==> src/rtl/cdiv_pkg.sv <==
package cdiv_pkg;

  // Smallest s >= 1 with nsh * 2^s >= bits: the number of factor stages
  // needed so the neglected series tail stays below the guard precision.
  function automatic int stage_count(input int nsh, input int bits);
    for (int s = 1; s < 31; s++) begin
      if ((nsh << s) >= bits) return s;
    end
    return 31;
  endfunction

  // Number of bits needed to hold the unsigned value v.
  function automatic int bit_width(input int v);
    int b;
    b = 1;
    while ((64'(1) << b) <= 64'(v)) b++;
    return b;
  endfunction

endpackage

==> src/rtl/cdiv_premul.sv <==
// First pipeline stage: drop the low SHR bits and multiply the odd part
// of the dividend by the constant MUL.
module cdiv_premul #(
  parameter int W   = 16,
  parameter int SHR = 0,
  parameter int MUL = 9,
  parameter int ZW  = W - SHR,
  parameter int PW  = ZW + 4
) (
  input  logic          clk,
  input  logic          rst,
  input  logic          in_valid,
  input  logic [W-1:0]  in_z,
  output logic          out_valid,
  output logic [W-1:0]  out_z,
  output logic [PW-1:0] out_p
);

  logic [ZW-1:0] z_odd;
  assign z_odd = in_z[W-1:SHR];

  always_ff @(posedge clk) begin
    if (rst) out_valid <= 1'b0;
    else     out_valid <= in_valid;
    out_z <= in_z;
    out_p <= PW'(z_odd) * PW'(MUL);
  end

endmodule

==> src/rtl/cdiv_factor.sv <==
// One series factor: v * (1 + 2^-SH), done as a single shift-add on a
// fixed-point value that carries guard bits below the integer point.
module cdiv_factor #(
  parameter int W  = 16,
  parameter int VW = 24,
  parameter int SH = 6
) (
  input  logic          clk,
  input  logic          rst,
  input  logic          in_valid,
  input  logic [W-1:0]  in_z,
  input  logic [VW-1:0] in_v,
  output logic          out_valid,
  output logic [W-1:0]  out_z,
  output logic [VW-1:0] out_v
);

  logic [VW-1:0] shifted;
  assign shifted = in_v >> SH;

  always_ff @(posedge clk) begin
    if (rst) out_valid <= 1'b0;
    else     out_valid <= in_valid;
    out_z <= in_z;
    out_v <= in_v + shifted;
  end

endmodule

==> src/rtl/cdiv_fix.sv <==
// Last two stages: take the integer part of the series estimate, then
// form the remainder and correct a quotient that came out one short.
module cdiv_fix #(
  parameter int W     = 16,
  parameter int SHR   = 0,
  parameter int DIV   = 7,
  parameter int ZW    = W - SHR,
  parameter int DW    = 3,
  parameter int VW    = 24,
  parameter int QSH   = 10
) (
  input  logic          clk,
  input  logic          rst,
  input  logic          in_valid,
  input  logic [W-1:0]  in_z,
  input  logic [VW-1:0] in_v,
  output logic          out_valid,
  output logic [W-1:0]  quo,
  output logic [W-1:0]  rem
);

  localparam int RW = ZW + DW;
  localparam logic [W-1:0]  LOW_MASK = (W'(1) << SHR) - W'(1);
  localparam logic [RW-1:0] DIV_R    = RW'(DIV);
  localparam logic [RW:0]   DIV_R2   = (RW + 1)'(DIV) << 1;
  localparam logic [W:0]    DIV_FULL = (W + 1)'(DIV) << SHR;
  localparam int CW = 2 * W + 2;

  // Stage A: integer part of the estimate.
  logic          vld_a;
  logic [W-1:0]  z_a;
  logic [ZW-1:0] q_a;

  always_ff @(posedge clk) begin
    if (rst) vld_a <= 1'b0;
    else     vld_a <= in_valid;
    z_a <= in_z;
    q_a <= ZW'(in_v >> QSH);
  end

  // Remainder of the estimate and one-step correction.
  logic [ZW-1:0] zo_a;
  logic [RW-1:0] prod, rem_raw, rem_odd;
  logic          need_fix;
  logic [ZW-1:0] q_fix;

  always_comb begin
    zo_a     = z_a[W-1:SHR];
    prod     = RW'(q_a) * DIV_R;
    rem_raw  = RW'(zo_a) - prod;
    need_fix = (rem_raw >= DIV_R);
    rem_odd  = need_fix ? (rem_raw - DIV_R) : rem_raw;
    q_fix    = q_a + ZW'(need_fix);
  end

  // Stage B: registered result.
  always_ff @(posedge clk) begin
    if (rst) out_valid <= 1'b0;
    else     out_valid <= vld_a;
    quo <= W'(q_fix);
    rem <= (W'(rem_odd) << SHR) | (z_a & LOW_MASK);
  end

  // Estimate never overshoots the dividend.
  p_est_not_high_r5: assert property (@(posedge clk) disable iff (rst)
    vld_a |-> (prod <= RW'(zo_a)));

  // Estimate is at most one quotient step short.
  p_est_one_short_r5: assert property (@(posedge clk) disable iff (rst)
    vld_a |-> ((RW + 1)'(rem_raw) < DIV_R2));

  // Remainder stays below the full divisor.
  p_rem_below_r4: assert property (@(posedge clk) disable iff (rst)
    out_valid |-> ({1'b0, rem} < DIV_FULL));

  // Quotient and remainder rebuild the dividend.
  p_rebuild_r3: assert property (@(posedge clk) disable iff (rst)
    out_valid |-> (CW'(quo) * CW'(DIV_FULL) + CW'(rem) == CW'($past(z_a))));

  // Bits dropped by the trailing shift return in the remainder.
  p_low_bits_r6: assert property (@(posedge clk) disable iff (rst)
    out_valid |-> ((rem & LOW_MASK) == ($past(z_a) & LOW_MASK)));

endmodule

==> src/rtl/const_div_series.sv <==
// Pipelined divide by the constant DIV * 2^SHR using DIV * MUL = 2^NSH - 1.
module const_div_series
  import cdiv_pkg::*;
#(
  parameter int W     = 16,
  parameter int DIV   = 7,
  parameter int MUL   = 9,
  parameter int NSH   = 6,
  parameter int SHR   = 0,
  parameter int GUARD = 4
) (
  input  logic         clk,
  input  logic         rst,
  input  logic         in_valid,
  input  logic [W-1:0] in_z,
  output logic         out_valid,
  output logic [W-1:0] quo,
  output logic [W-1:0] rem
);

  localparam int ZW     = W - SHR;
  localparam int MW     = bit_width(MUL);
  localparam int DW     = bit_width(DIV);
  localparam int PW     = ZW + MW;
  localparam int VW     = PW + 1 + GUARD;
  localparam int STAGES = stage_count(NSH, ZW + GUARD);

  logic          vld_p;
  logic [W-1:0]  z_p;
  logic [PW-1:0] p_p;

  cdiv_premul #(.W(W), .SHR(SHR), .MUL(MUL), .ZW(ZW), .PW(PW)) u_premul (
    .clk(clk), .rst(rst), .in_valid(in_valid), .in_z(in_z),
    .out_valid(vld_p), .out_z(z_p), .out_p(p_p)
  );

  // Factor chain: element 0 is the product with guard bits appended.
  logic          vld_ch [0:STAGES];
  logic [W-1:0]  z_ch   [0:STAGES];
  logic [VW-1:0] v_ch   [0:STAGES];

  assign vld_ch[0] = vld_p;
  assign z_ch[0]   = z_p;
  assign v_ch[0]   = {1'b0, p_p, {GUARD{1'b0}}};

  for (genvar k = 0; k < STAGES; k++) begin : g_factor
    cdiv_factor #(.W(W), .VW(VW), .SH(NSH << k)) u_factor (
      .clk(clk), .rst(rst),
      .in_valid(vld_ch[k]), .in_z(z_ch[k]), .in_v(v_ch[k]),
      .out_valid(vld_ch[k+1]), .out_z(z_ch[k+1]), .out_v(v_ch[k+1])
    );
  end

  cdiv_fix #(
    .W(W), .SHR(SHR), .DIV(DIV), .ZW(ZW), .DW(DW), .VW(VW), .QSH(NSH + GUARD)
  ) u_fix (
    .clk(clk), .rst(rst),
    .in_valid(vld_ch[STAGES]), .in_z(z_ch[STAGES]), .in_v(v_ch[STAGES]),
    .out_valid(out_valid), .quo(quo), .rem(rem)
  );

  // Reset empties the pipeline.
  p_reset_clear_r1: assert property (@(posedge clk)
    rst |=> !out_valid);

endmodule

==> config.mk <==
export PLATFORM = sky130hd
export DESIGN_NAME = const_div_series
export DESIGN_NICKNAME = d
export VERILOG_FILES = /design/src/rtl/cdiv_pkg.sv /design/src/rtl/cdiv_premul.sv /design/src/rtl/cdiv_factor.sv /design/src/rtl/cdiv_fix.sv /design/src/rtl/const_div_series.sv
export SDC_FILE = /design/constraint.sdc
export NUM_CORES = 1
export LEC_CHECK = 0
export BUFFER_PORTS_ARGS = -buffer_cell sky130_fd_sc_hd__buf_2
export CORE_MARGIN = 2
export CORE_UTILIZATION = 50
export DETAILED_ROUTE_END_ITERATION = 16
export GPL_TIMING_DRIVEN = 0
export PLACE_DENSITY = 0.7
export SLEW_MARGIN = 5
export SYNTH_ARGS = -nofsm -noshare
export SYNTH_HDL_FRONTEND = slang
export SYNTH_HIERARCHICAL = 1
export SYNTH_SLANG_ARGS = --single-unit
==> constraint.sdc <==
create_clock -name clk -period 5.05 [get_ports clk]
set_input_delay 0.2525 -clock clk [delete_from_list [all_inputs] [get_ports clk]]
set_output_delay 0.2525 -clock clk [all_outputs]
set_load 0.02 [all_outputs]
# After elaboration in Yosys (flattened, before gate mapping)
# Cells that the tools add are included.
[op_classes]
n_mux = 1
add_sub_neg = 5
order_cmp = 1
mul = 2
[op_table]
columns = ["op", "n"]
rows = [
  ["24-bit by 18-bit adder with 25-bit output", 1],
  ["25-bit by 13-bit adder with 25-bit output", 1],
  ["16-bit by 4-bit multiplier with 20-bit output (second input constant)", 1],
  ["19-bit by 3-bit >= comparator with 1-bit output (second input constant)", 1],
  ["16-bit by 18-bit subtractor with 19-bit output", 1],
  ["15-bit by 3-bit multiplier with 18-bit output (second input constant)", 1],
  ["15-bit by 1-bit adder with 16-bit output", 1],
  ["16-bit 2-to-1 mux", 1],
  ["16-bit by 3-bit subtractor with 16-bit output (second input constant)", 1],
]
[totals]
input_bits = 19
elab_cells = 24
out_inout_bits = 33
register_bits = 186

# Logic depth before layout (Yosys ltp)
# Gate-level depths: netlist of run 1.
[depth]
ltp_word = 4
mapped_depth = 22
ltp_nobuf = 20

# By module
# The synthesis of run 1 kept the hierarchy.
[by_module_without_submodules]
columns = ["mod", "cells_each", "area_per_inst_um2", "seq_area_each_um2", "n_inst"]
rows = [
  ["cdiv_fix", 401, 3896.2, 1301.2, 1],
  ["cdiv_factor at g_factor[0].u_factor", 196, 1951.9, 840.8, 1],
  ["cdiv_factor at g_factor[1].u_factor", 180, 1815.5, 840.8, 1],
  ["cdiv_premul", 172, 1717.9, 680.7, 1],
  ["const_div_series", 1, 3.8, 0.0, 1],
]

# Worst setup path before layout of run 1
# OpenSTA, ideal clock, no wires.
[synth_path]
path_kind = "register -> register"
startpoint = "register u_fix.q_a[2]"
endpoint = "register u_fix.quo[14]"
t_arrival_ns = 4.943
setup_slack_ns = -0.017
path_buffers = 1
setup_time_ns = 0.124
period_less_slack_ns = 5.067
required_ns = 4.926
stages_incl_launch_ff = 22
cell_sequence = "dfxtp_1 inv_1 fa_1 inv_1 fa_1 inv_1 ha_1 a21o_1 or3_1 o32ai_1 xor2_1 nand4_2 or4b_1 buf_2 or2_4 ha_1 ha_1 nand3_1 nor2_1 and3_1 nand2_1 xnor2_1"
[synth_via]
elab_chain_len = 4
[synth_lines]
columns = ["element", "line_no", "source"]
rows = [
  ["from (decl)", "cdiv_fix.sv:32", "logic [ZW-1:0] q_a;"],
  ["from (signal assigned)", "cdiv_fix.sv:38", "q_a <= ZW'(in_v >> QSH);"],
  ["15-bit by 3-bit multiplier with 18-bit output", "cdiv_fix.sv:49", "prod = RW'(q_a) * DIV_R;"],
  ["16-bit by 18-bit subtractor with 19-bit output", "cdiv_fix.sv:50", "rem_raw = RW'(zo_a) - prod;"],
  ["19-bit by 3-bit >= comparator with 1-bit output", "cdiv_fix.sv:51", "need_fix = (rem_raw >= DIV_R);"],
  ["15-bit by 1-bit adder with 16-bit output *", "cdiv_fix.sv:53", "q_fix = q_a + ZW'(need_fix);"],
  ["net u_fix.q_fix[14]", "cdiv_fix.sv:45", "logic [ZW-1:0] q_fix;"],
  ["to (signal assigned)", "cdiv_fix.sv:60", "quo <= W'(q_fix);"],
  ["to (decl)", "cdiv_fix.sv:18", "output logic [W-1:0] quo,"],
]
# The timed path passes the listed nets; every way through them passes the cells marked *.
# A chain may end at the register's enable or synchronous reset.

# Worst setup path in the final report of run 1
[layout_path]
startpoint = "register u_fix.q_a[2]"
endpoint = "register u_fix.quo[13]"
# Same word-level chain as after synthesis.

==> summary.md, run 1 <==
| Metric | Value |
|---|---|
| Status | `completed` |
| Die area | `19220 um^2` |
| Number of fill cells | `around 1500` |
| Crit path max fanout | `7` |
| HP Class | `input port to flop` |
| Critical path's slowest cell | `fa_1` |
| Clk_lat worst skew | `0.42 ns` |
| Core area | `17900 um^2` |
| Antenna-violating nets left | `0` |
| Via density per instance | `5.256` |
| Worst Setup End Kind | `flop` |
| Req. time, crit path | `5.38 ns` |
| Final hold violation count | `0` |
| Final net count | `approximately 1200` |
| Num ports | `52` |
| Post-Route WL | `18550 um` |
| CTS tree | `yes` |
| Vias in the first global route | `about 6300` |
| CP arrival | `approximately 5.2 ns` |
| Setup-failing EPs final | `0` |
| Layout overhead on the synthesized area | `20.38%` |
| CTS sink cnt | `173` |
| Clock-pin slew on the worst setup and hold paths | `0.06 ns` |
| Crit-path cells | `inv_2, fa_1, inv_1, fa_1, inv_1, ha_4, o211ai_1, o211ai_1, nand2_1, xor2_2, nand4_2, or4b_4, buf_6, or2_4, ha_1, and3_1, and3_4, nand3_1, xnor2_1` |
| Placed insts | `1208` |
| WS Path Type | `flop to flop` |
| Non-Filler Instances | `1274` |
| Min Tclk post-route | `4.904 ns` |
| DR WL/cell | `roughly 15 um` |
| Family with the most delay on the worst path | `simple AND/OR/NAND/NOR gates` |
| CP Launch Type | `flop` |
| First-pass GRT wire length | `a little over 30000 um` |
| Avg Inst Size Synth | `9.830 um^2` |
| Max Cap Violations | `0` |
| Critical path buffers and inverters | `4` |
| Period utilisation layout | `97.11%` |
| DR vias | `6696` |
| Synth Cell Area | `9064 um^2` |
| Grt ovf | `0` |
| H-tree depth | `4` |
| Antenna Cells | `0` |
| GP Congestion | `0.8974` |
| DRC viols | `0` |
| Mapped Cells | `922` |
| Initial core utilization | `50.63%` |
| Fmax | `203.9 MHz` |
| Skew final | `0.01389 ns` |
| Largest net degree at the start of global routing | `17` |
| Reg2reg setup slack | `roughly 0.15 ns` |
| Die width | `138.6 um` |
| Share of layout cells above drive strength 1 | `a little over a fifth` |
| GRT Overall Usage | `19.33%` |
| Initial DRC count | `303` |
| Max incr delay on CP | `around 0.53 ns` |
| Row cnt | `49` |
| Max-slew violation count | `0` |
| Synth Warn # | `6` |
| Clock root buffer | `clkbuf_16` |
| Dpl hpwl | `between 10000 and 15000 um` |
| Initial antenna violation count | `0` |
| DRT Pass-1 Iters | `4` |
| Clock buffer count from CTS | `17` |
| PortBufs | `51` |
| Die height | `138.6 um` |
| CTS Buffer Depth | `2` |
==> worst reg2reg max path, delay by kind of cell, from the launching register on <==
family,cells,cell delay [ns]
and+or+nand+nor,7,1.69
adders and majority gates,4,1.53
AOI/OAI and AO/OA,2,0.50
xor gates and xnor gates,2,0.41
DFF,1,0.36
buffers and inverters,4,0.32
==> state kept, by name, summed over array words and instances (netlist names) <==
| register | cells |
|---|---|
| u_fix/q_a | 15 |
| g_factor.u_factor/out_valid | 2 |
| u_fix/vld_a | 1 |
| u_premul/out_z | 13 |
| g_factor.u_factor/out_z | 32 |
| u_fix/out_valid | 1 |
| g_factor.u_factor/out_v | 40 |
| u_premul/out_p | 20 |
| u_premul/out_valid | 1 |
| u_fix/rem | 16 |
| u_fix/quo | 16 |
| u_fix/z_a | 16 |
==> worst paths after layout <==
path,from,to,cells past startpoint
worst max-delay path,u_fix/q_a[2]$_DFF_P_,u_fix/quo[13]$_DFF_P_,19
worst min-delay path,in_z[3],u_premul/out_z[3]$_DFF_P_,1
worst max register to register,u_fix/q_a[2]$_DFF_P_,u_fix/quo[13]$_DFF_P_,19
worst min register to register,g_factor[1].u_factor/out_v[20]$_DFF_P_,u_fix/q_a[10]$_DFF_P_,0
==> cell usage in the layout, fill, tap and decap left out, types with 26 or more instances in the layout <==
cell type / n
dfxtp_1: 159
nor2_1: 47
nand2_1: 70
xnor2_1: 46
inv_1: 70
buf_2: 59
nand3_1: 30
a21oi_1: 49
xor2_1: 26
fa_1: 31
ha_1: 83
buf_4: 28
==> what timing repair did <==
| action | in CTS | in global routing |
|---|---|---|
| pin swaps | 9 | 26 |
| endpoints found under the hold margin | 14 | 0 |
| buffers inserted | 7 | 17 |
| hold buffers | 14 | 0 |
| setup endpoints to repair | 13 | 8 |
| gates resized for setup | 53 | 40 |
==> metal layers <==
| metal | vias to the layer above | part of all wire, % | global-route usage [%] |
|---|---|---|---|
| met5 | - | 0 | 0 |
| met4 | 0 | 1.4 | 6.007 |
| met3 | 24 | 4.0 | 3.557 |
| met2 | 144 | 49 | 33.27 |
| met1 | 3122 | 46 | 24.81 |
| li1 | 3406 | - | - |
==> area by class of cell <==
class	count	area (um^2)	share of cell area [%]
plain buffers	18	108.9	0.9977
clock buffers	20	456.7	4.186
clock inverters	11	131.4	1.204
inverters	81	310.3	2.844
multi-input cells	653	5550	50.87
flip-flops and latches	173	3491	32.00
well taps	229	286.5	2.626
repair buffers	89	575.6	5.275
==> metrics by stage <==
step	setup slack [ns]	cell area (um^2)	utilization, %	hold WS (ns)	setup TNS, ns
2_1_floorplan	0.01014	9097	-	0.2802	0
3_3_place_gp	-0.6479	9639	53.84	0.3098	-3.714
3_5_place_dp	-0.6060	9639	53.84	0.3121	-3.397
4_1_cts	0.004789	10580	59.10	0.0004117	0
5_1_grt	-0.06175	10910	60.94	0.004306	-0.1493
6_report	0.1460	10910	60.94	0.02468	0
Power of run 1 is left out: the tool's default activity adds up to more than one toggle a clock period on the data nets, which glitch-free logic cannot reach.
==> inputs of run 2 (changes only) <==
--- a/config.mk
+++ b/config.mk
@@ -10,9 +10,10 @@
 export CORE_UTILIZATION = 50
 export DETAILED_ROUTE_END_ITERATION = 16
 export GPL_TIMING_DRIVEN = 0
-export PLACE_DENSITY = 0.7
+export PLACE_DENSITY = 0.69
 export SLEW_MARGIN = 5
 export SYNTH_ARGS = -nofsm -noshare
 export SYNTH_HDL_FRONTEND = slang
 export SYNTH_HIERARCHICAL = 1
 export SYNTH_SLANG_ARGS = --single-unit
+export TNS_END_PERCENT = 50
==> run 2 against run 1 <==
Effect of this change:
- design area up 0.13%
- via count down 0.60%
- cell count about the same
- count of clock-buffer cells in the layout down 2
- flip-flop and latch count unchanged
- critical path depth up 1
- worst setup slack worse by 0.0028 ns
- clock skew down 0.0051 ns
- worst hold slack worse by 0.010 ns
- first-iteration DRC count down 5.0%
- routed wire length down 1.2%
==> summary.md, run 2 (synthesized netlist as in run 1, its figures left out) <==
| Metric | Value |
|---|---|
| CP arrival | `5.21 ns` |
| Clk_lat worst skew | `~0.43 ns` |
| Final hold violation count | `0` |
| Critical path's slowest cell | `or4b_4` |
| Layout overhead on the synthesized area | `20.53%` |
| Antenna Cells | `0` |
| Max Cap Violations | `0` |
| Crit path max fanout | `7` |
| Max incr delay on CP | `0.55 ns` |
| Most frequent CP cell | `ha_4` |
| Commonest cells after routing, fill and taps aside | `161 x dfxtp_1, 83 x ha_1, 70 x nand2_1` |
| Skew final | `0.008774 ns` |
| DR vias | `approximately 6700` |
| CTS tree | `yes` |
| Row cnt | `49` |
| Top reg by flops | `g_factor.u_factor/out_v` |
| First-pass GRT wire length | `roughly 30000 um` |
| Period utilisation layout | `97.16%` |
| FF+latch area | `around 3500 um^2` |
| DR WL/cell | `14.40 um` |
| Post-Route WL | `18340 um` |
| Initial core utilization | `50.63%` |
| H-tree depth | `4` |
| Number of fill cells | `1519` |
| Die width | `138.6 um` |
| Clock-pin slew on the worst setup and hold paths | `0.07 ns` |
| Fmax | `203.8 MHz` |
| Family with the most delay on the worst path | `simple AND/OR/NAND/NOR gates` |
| GP Congestion | `~0.9` |
| Grt ovf | `0` |
| Die height | `between 100 and 150 um` |
| Setup-failing EPs final | `0` |
| Dpl hpwl | `between 10000 and 15000 um` |
| Status | `completed` |
| Worst Setup End Kind | `flop` |
| CTS Buffer Depth | `2` |
| GRT Overall Usage | `about a fifth` |
| Initial antenna violation count | `0` |
| Max-slew violation count | `0` |
| Min Tclk post-route | `4.907 ns` |
| Crit-path cells | `inv_2, fa_1, inv_1, fa_1, inv_1, ha_4, a21o_4, or4_1, nor4bb_4, nand3b_1, or4b_4, buf_6, or2_4, ha_4, ha_4, nand3_4, nor2_2, and3_4, nand2_2, xnor2_2` |
| DRC viols | `0` |
| DRT Pass-1 Iters | `4` |
| Vias in the first global route | `6272` |
| Core area | `17900 um^2` |
| Via density per instance | `between 5 and 6` |
| WS Path Type | `flop to flop` |
| Clock root buffer | `clkbuf_16` |
| Final net count | `between 1000 and 1500` |
| Commonest non-fill, non-tap cell in the layout | `dfxtp_1` |
| Antenna-violating nets left | `0` |
| Number of flip-flops in the largest register | `40` |
| Setup TNS | `0 ns` |
| CTS sink cnt | `about 170` |
| Area occupied by multi-input gates | `5570 um^2` |
| Largest net degree at the start of global routing | `17` |
| Clock buffer count from CTS | `17` |
| Req. time, crit path | `approximately 5.4 ns` |
| HP Class | `input port to flop` |
| Critical path buffers and inverters | `4` |
| PortBufs | `between 50 and 60` |
| Die area | `approximately 19000 um^2` |
| CP Launch Type | `flop` |
| Initial DRC count | `288` |
| Largest regs | `g_factor.u_factor/out_v (40), g_factor.u_factor/out_z (32), u_premul/out_p (20)` |
| Num ports | `52` |
| Share of layout cells above drive strength 1 | `approximately 22%` |
-- run 2: cell count changes in the layout (fill, tap and decap cells not counted), moves of 3 or more --
cell,previous run,this run
ha_2,3,6
ha_4,10,7
clkinv_2,1,4
clkinvlp_4,4,1
dfxtp_2,10,6
buf_4,28,23
-- run 2: per-stage QoR --
step	setup WS (ns)	cells	instance area (um^2)	hold slack [ns]	util [%]
final	0.1432	1273	10920	0.01430	61.02
after global routing	-0.02554	1273	10920	0.01103	61.02
after CTS	0.01788	1259	10630	0.003434	59.39
after detailed placement	-0.6570	1208	9639	0.3121	53.84
after global placement	-0.6497	1208	9639	0.3098	53.84
after floorplan	0.01014	928	9097	0.2802	-
-- run 2: final cells by class --
class	count	share of cell area, %
timing repair buffer	86	5.120
tap	229	2.623
inverter	81	2.829
buffer	19	1.031
sequential	173	31.98
clock buffer	18	4.020
multi-input combinational	653	50.99
clock inverter	14	1.409
-- run 2: worst paths after layout --
kind | from | end | slack [ns] | cells past startpoint
setup reg to reg | u_fix/q_a[8]$_DFF_P_ | u_fix/quo[14]$_DFF_P_ | 0.14 | 20
hold reg to reg | g_factor[0].u_factor/out_z[9]$_DFF_P_ | g_factor[1].u_factor/out_z[9]$_DFF_P_ | 0.32 | 0
setup / recovery | u_fix/q_a[8]$_DFF_P_ | u_fix/quo[14]$_DFF_P_ | 0.14 | 20
hold / removal | in_z[14] | u_premul/out_z[14]$_DFF_P_ | 0.01 | 1
-- run 2: timing repair --
item | CTS | global route
resized for setup | 63 | 37
setup buffers | 7 | 13
hold buffers | 14 | 1
setup endpoints to repair | 13 | 7
endpoints found under the hold margin | 14 | 1
pin swaps | 10 | 16
-- run 2: metal layers --
layer  global-route usage [%]  part of all wire (%)
met5                        0                     0
met3                    3.004                   3.5
met2                    33.01                    47
met1                    25.32                    48
met4                    5.901                   1.3
Power of run 2 is left out for the same reason.
==> inputs of run 3 (changes only) <==
--- a/config.mk
+++ b/config.mk
@@ -11,6 +11,8 @@
 export DETAILED_ROUTE_END_ITERATION = 16
 export GPL_TIMING_DRIVEN = 0
 export PLACE_DENSITY = 0.69
+export RECOVER_POWER = 50
+export SKIP_CTS_REPAIR_TIMING = 1
 export SLEW_MARGIN = 5
 export SYNTH_ARGS = -nofsm -noshare
 export SYNTH_HDL_FRONTEND = slang
==> run 3 against run 2 <==
Effect of this change:
- count of clock-buffer cells in the layout is the same
- utilization shrank 0.60 points
- cell count shrank 0.16%
- non-clock buffer count shrank 2
- sequential share of layout area grew 0.27 points
- flip-flop and latch count is the same
- clock skew grew 0.0021 ns
- critical endpoint unchanged
==> summary.md, run 3 (synthesized netlist as in run 1, its figures left out) <==
| Metric | Value |
|---|---|
| Dpl cell area | `9639 um^2` |
| Reg2reg setup slack | `~0.092 ns` |
| Fmax | `201.7 MHz` |
| First-pass GRT wire length | `29540 um` |
| Clk_lat worst skew | `0.43 ns` |
| Min Tclk post-route | `~5 ns` |
| R2r worst-path depth | `21` |
| Post-Route WL | `18240 um` |
| DRC viols | `0` |
| Grt ovf | `0` |
| Number of flip-flops in the largest register | `40` |
| Status | `completed` |
| CTS sink cnt | `173` |
| GP Congestion | `~0.90` |
| Setup WS pre-CTS | `-0.6570 ns` |
| Commonest non-fill, non-tap cell in the layout | `dfxtp_1` |
| CP Launch Point | `u_fix/q_a[2]$_DFF_P_` |
| Commonest cells after routing, fill and taps aside | `161 x dfxtp_1, 84 x ha_1, 70 x nand2_1` |
| Via density per instance | `5.225` |
| Max Cap Violations | `0` |
| Layout overhead on the synthesized area | `19.34%` |
| H-tree depth | `4` |
| Antenna-violating nets left | `0` |
| Setup WS post-layout | `0.09201 ns` |
| Dpl hpwl | `13820 um` |
| Die area | `19220 um^2` |
| Core area | `approximately 18000 um^2` |
| DRT Pass-1 Iters | `5` |
| Antenna Cells | `0` |
| CP Launch Type | `flop` |
| Num ports | `52` |
| Worst Setup End Kind | `flop` |
| Vias in the first global route | `6096` |
| Clock buffer count from CTS | `17` |
| Crit path max fanout | `6` |
| Hold Path Origin | `in_valid` |
| Final hold violation count | `0` |
| Clock-pin slew on the worst setup and hold paths | `approximately 0.070 ns` |
| Core Util, Final | `60.42%` |
| Initial DRC count | `between 300 and 400` |
| Die width | `138.6 um` |
| GRT Overall Usage | `18.84%` |
| Initial antenna violation count | `0` |
| Largest regs | `g_factor.u_factor/out_v (40), g_factor.u_factor/out_z (32), u_premul/out_p (20)` |
| Post-Layout Inst Area | `10820 um^2` |
| Clock root buffer | `clkbuf_16` |
| PortBufs | `51` |
| Row cnt | `49` |
| Share of layout cells above drive strength 1 | `between 10% and 20%` |
| R2R Path Start | `u_fix/q_a[2]$_DFF_P_` |
| Final net count | `1175` |
| HP Class | `input port to flop` |
| Initial core utilization | `roughly 51%` |
| Die height | `138.6 um` |
| WS Path Type | `flop to flop` |
| Placed insts | `1208` |
| R2r endpoint | `u_fix/quo[14]$_DFF_P_` |
| Hold worst-path end | `u_premul/out_valid$_SDFF_PP0_` |
| Setup-failing EPs final | `0` |
| Skew final | `0.01086 ns` |
| CTS Buffer Depth | `2` |
| Period utilisation layout | `98.18%` |
| DR vias | `~6600` |
| RSZ-0062 raised after global routing | `true` |
| Non-Filler Instances | `around 1300` |
| DR WL/cell | `14.35 um` |
| Top reg by flops | `g_factor.u_factor/out_v` |
| Largest net degree at the start of global routing | `17` |
| Max-slew violation count | `0` |
| Req. time, crit path | `5.34 ns` |
| CTS tree | `yes` |
| Hold path depth | `2` |
| Number of fill cells | `1553` |
| CP arrival | `5.25 ns` |
[run 3: cell count changes in the layout (fill, tap and decap cells not counted), moves of 2 or more]
cell      change
a21oi_2       -2
buf_2        -28
buf_4         -3
clkbuf_1     +27
clkbuf_4      +3
dfxtp_2       +2
dfxtp_4       -2
ha_4          -2
xor2_1        +2
[run 3: layout make-up]
type	count	area (um^2)	share of cell area [%]
multi-input combinational	653	5514	50.98
clock buffer	18	439.2	4.060
timing repair buffer	85	513.0	4.743
buffer	18	108.9	1.006
tap	229	286.5	2.649
clock inverter	14	153.9	1.423
inverter	81	312.8	2.892
sequential	173	3488	32.25
[run 3: worst max-delay path, stage by stage (launching register included)]
cell and delay, ns:
dfxtp_4 0.37, inv_4 0.05, fa_1 0.52, inv_1 0.05, fa_1 0.49, inv_2 0.05
ha_4 0.24, a21o_1 0.19, or3_4 0.38, o32ai_4 0.32, xor2_2 0.21, nand4_2 0.18
or4b_4 0.55, buf_6 0.14, or2_4 0.28, ha_4 0.17, ha_4 0.17, nand3_4 0.09
nor2_4 0.05, and3_4 0.19, nand2_4 0.06, xnor2_2 0.07
[run 3: metrics by stage]
stage | setup TNS [ns] | hold WS [ns]
floorplan | 0 | 0.2802
global placement | -3.795 | 0.3098
detailed placement | -3.801 | 0.3121
CTS | -4.104 | -0.07433
global route | -0.1814 | 0.06670
finish | 0 | 0.04972
[run 3: worst max path at each step]
stage	end	slack [ns]	cells past startpoint
3_5_place_dp	u_fix/quo[12]$_DFF_P_	-0.66	20
2_1_floorplan	u_fix/quo[14]$_DFF_P_	0.01	21
6_report	u_fix/quo[14]$_DFF_P_	0.09	21
4_1_cts	u_fix/quo[12]$_DFF_P_	-0.66	20
5_1_grt	u_fix/quo[14]$_DFF_P_	-0.08	21
3_3_place_gp	u_fix/quo[12]$_DFF_P_	-0.65	20
[run 3: layer usage]
layer | share of wire [%] | routed length (um) | up-vias | global-route usage [%]
li1 | - | - | 3401 | -
met1 | 48 | 8798 | 3098 | 24.81
met2 | 48 | 8705 | 130 | 31.92
met3 | 3.1 | 568 | 12 | 3.004
met4 | 0.94 | 172 | 0 | 6.061
met5 | 0 | 0 | - | 0
Power of run 3 is left out for the same reason.
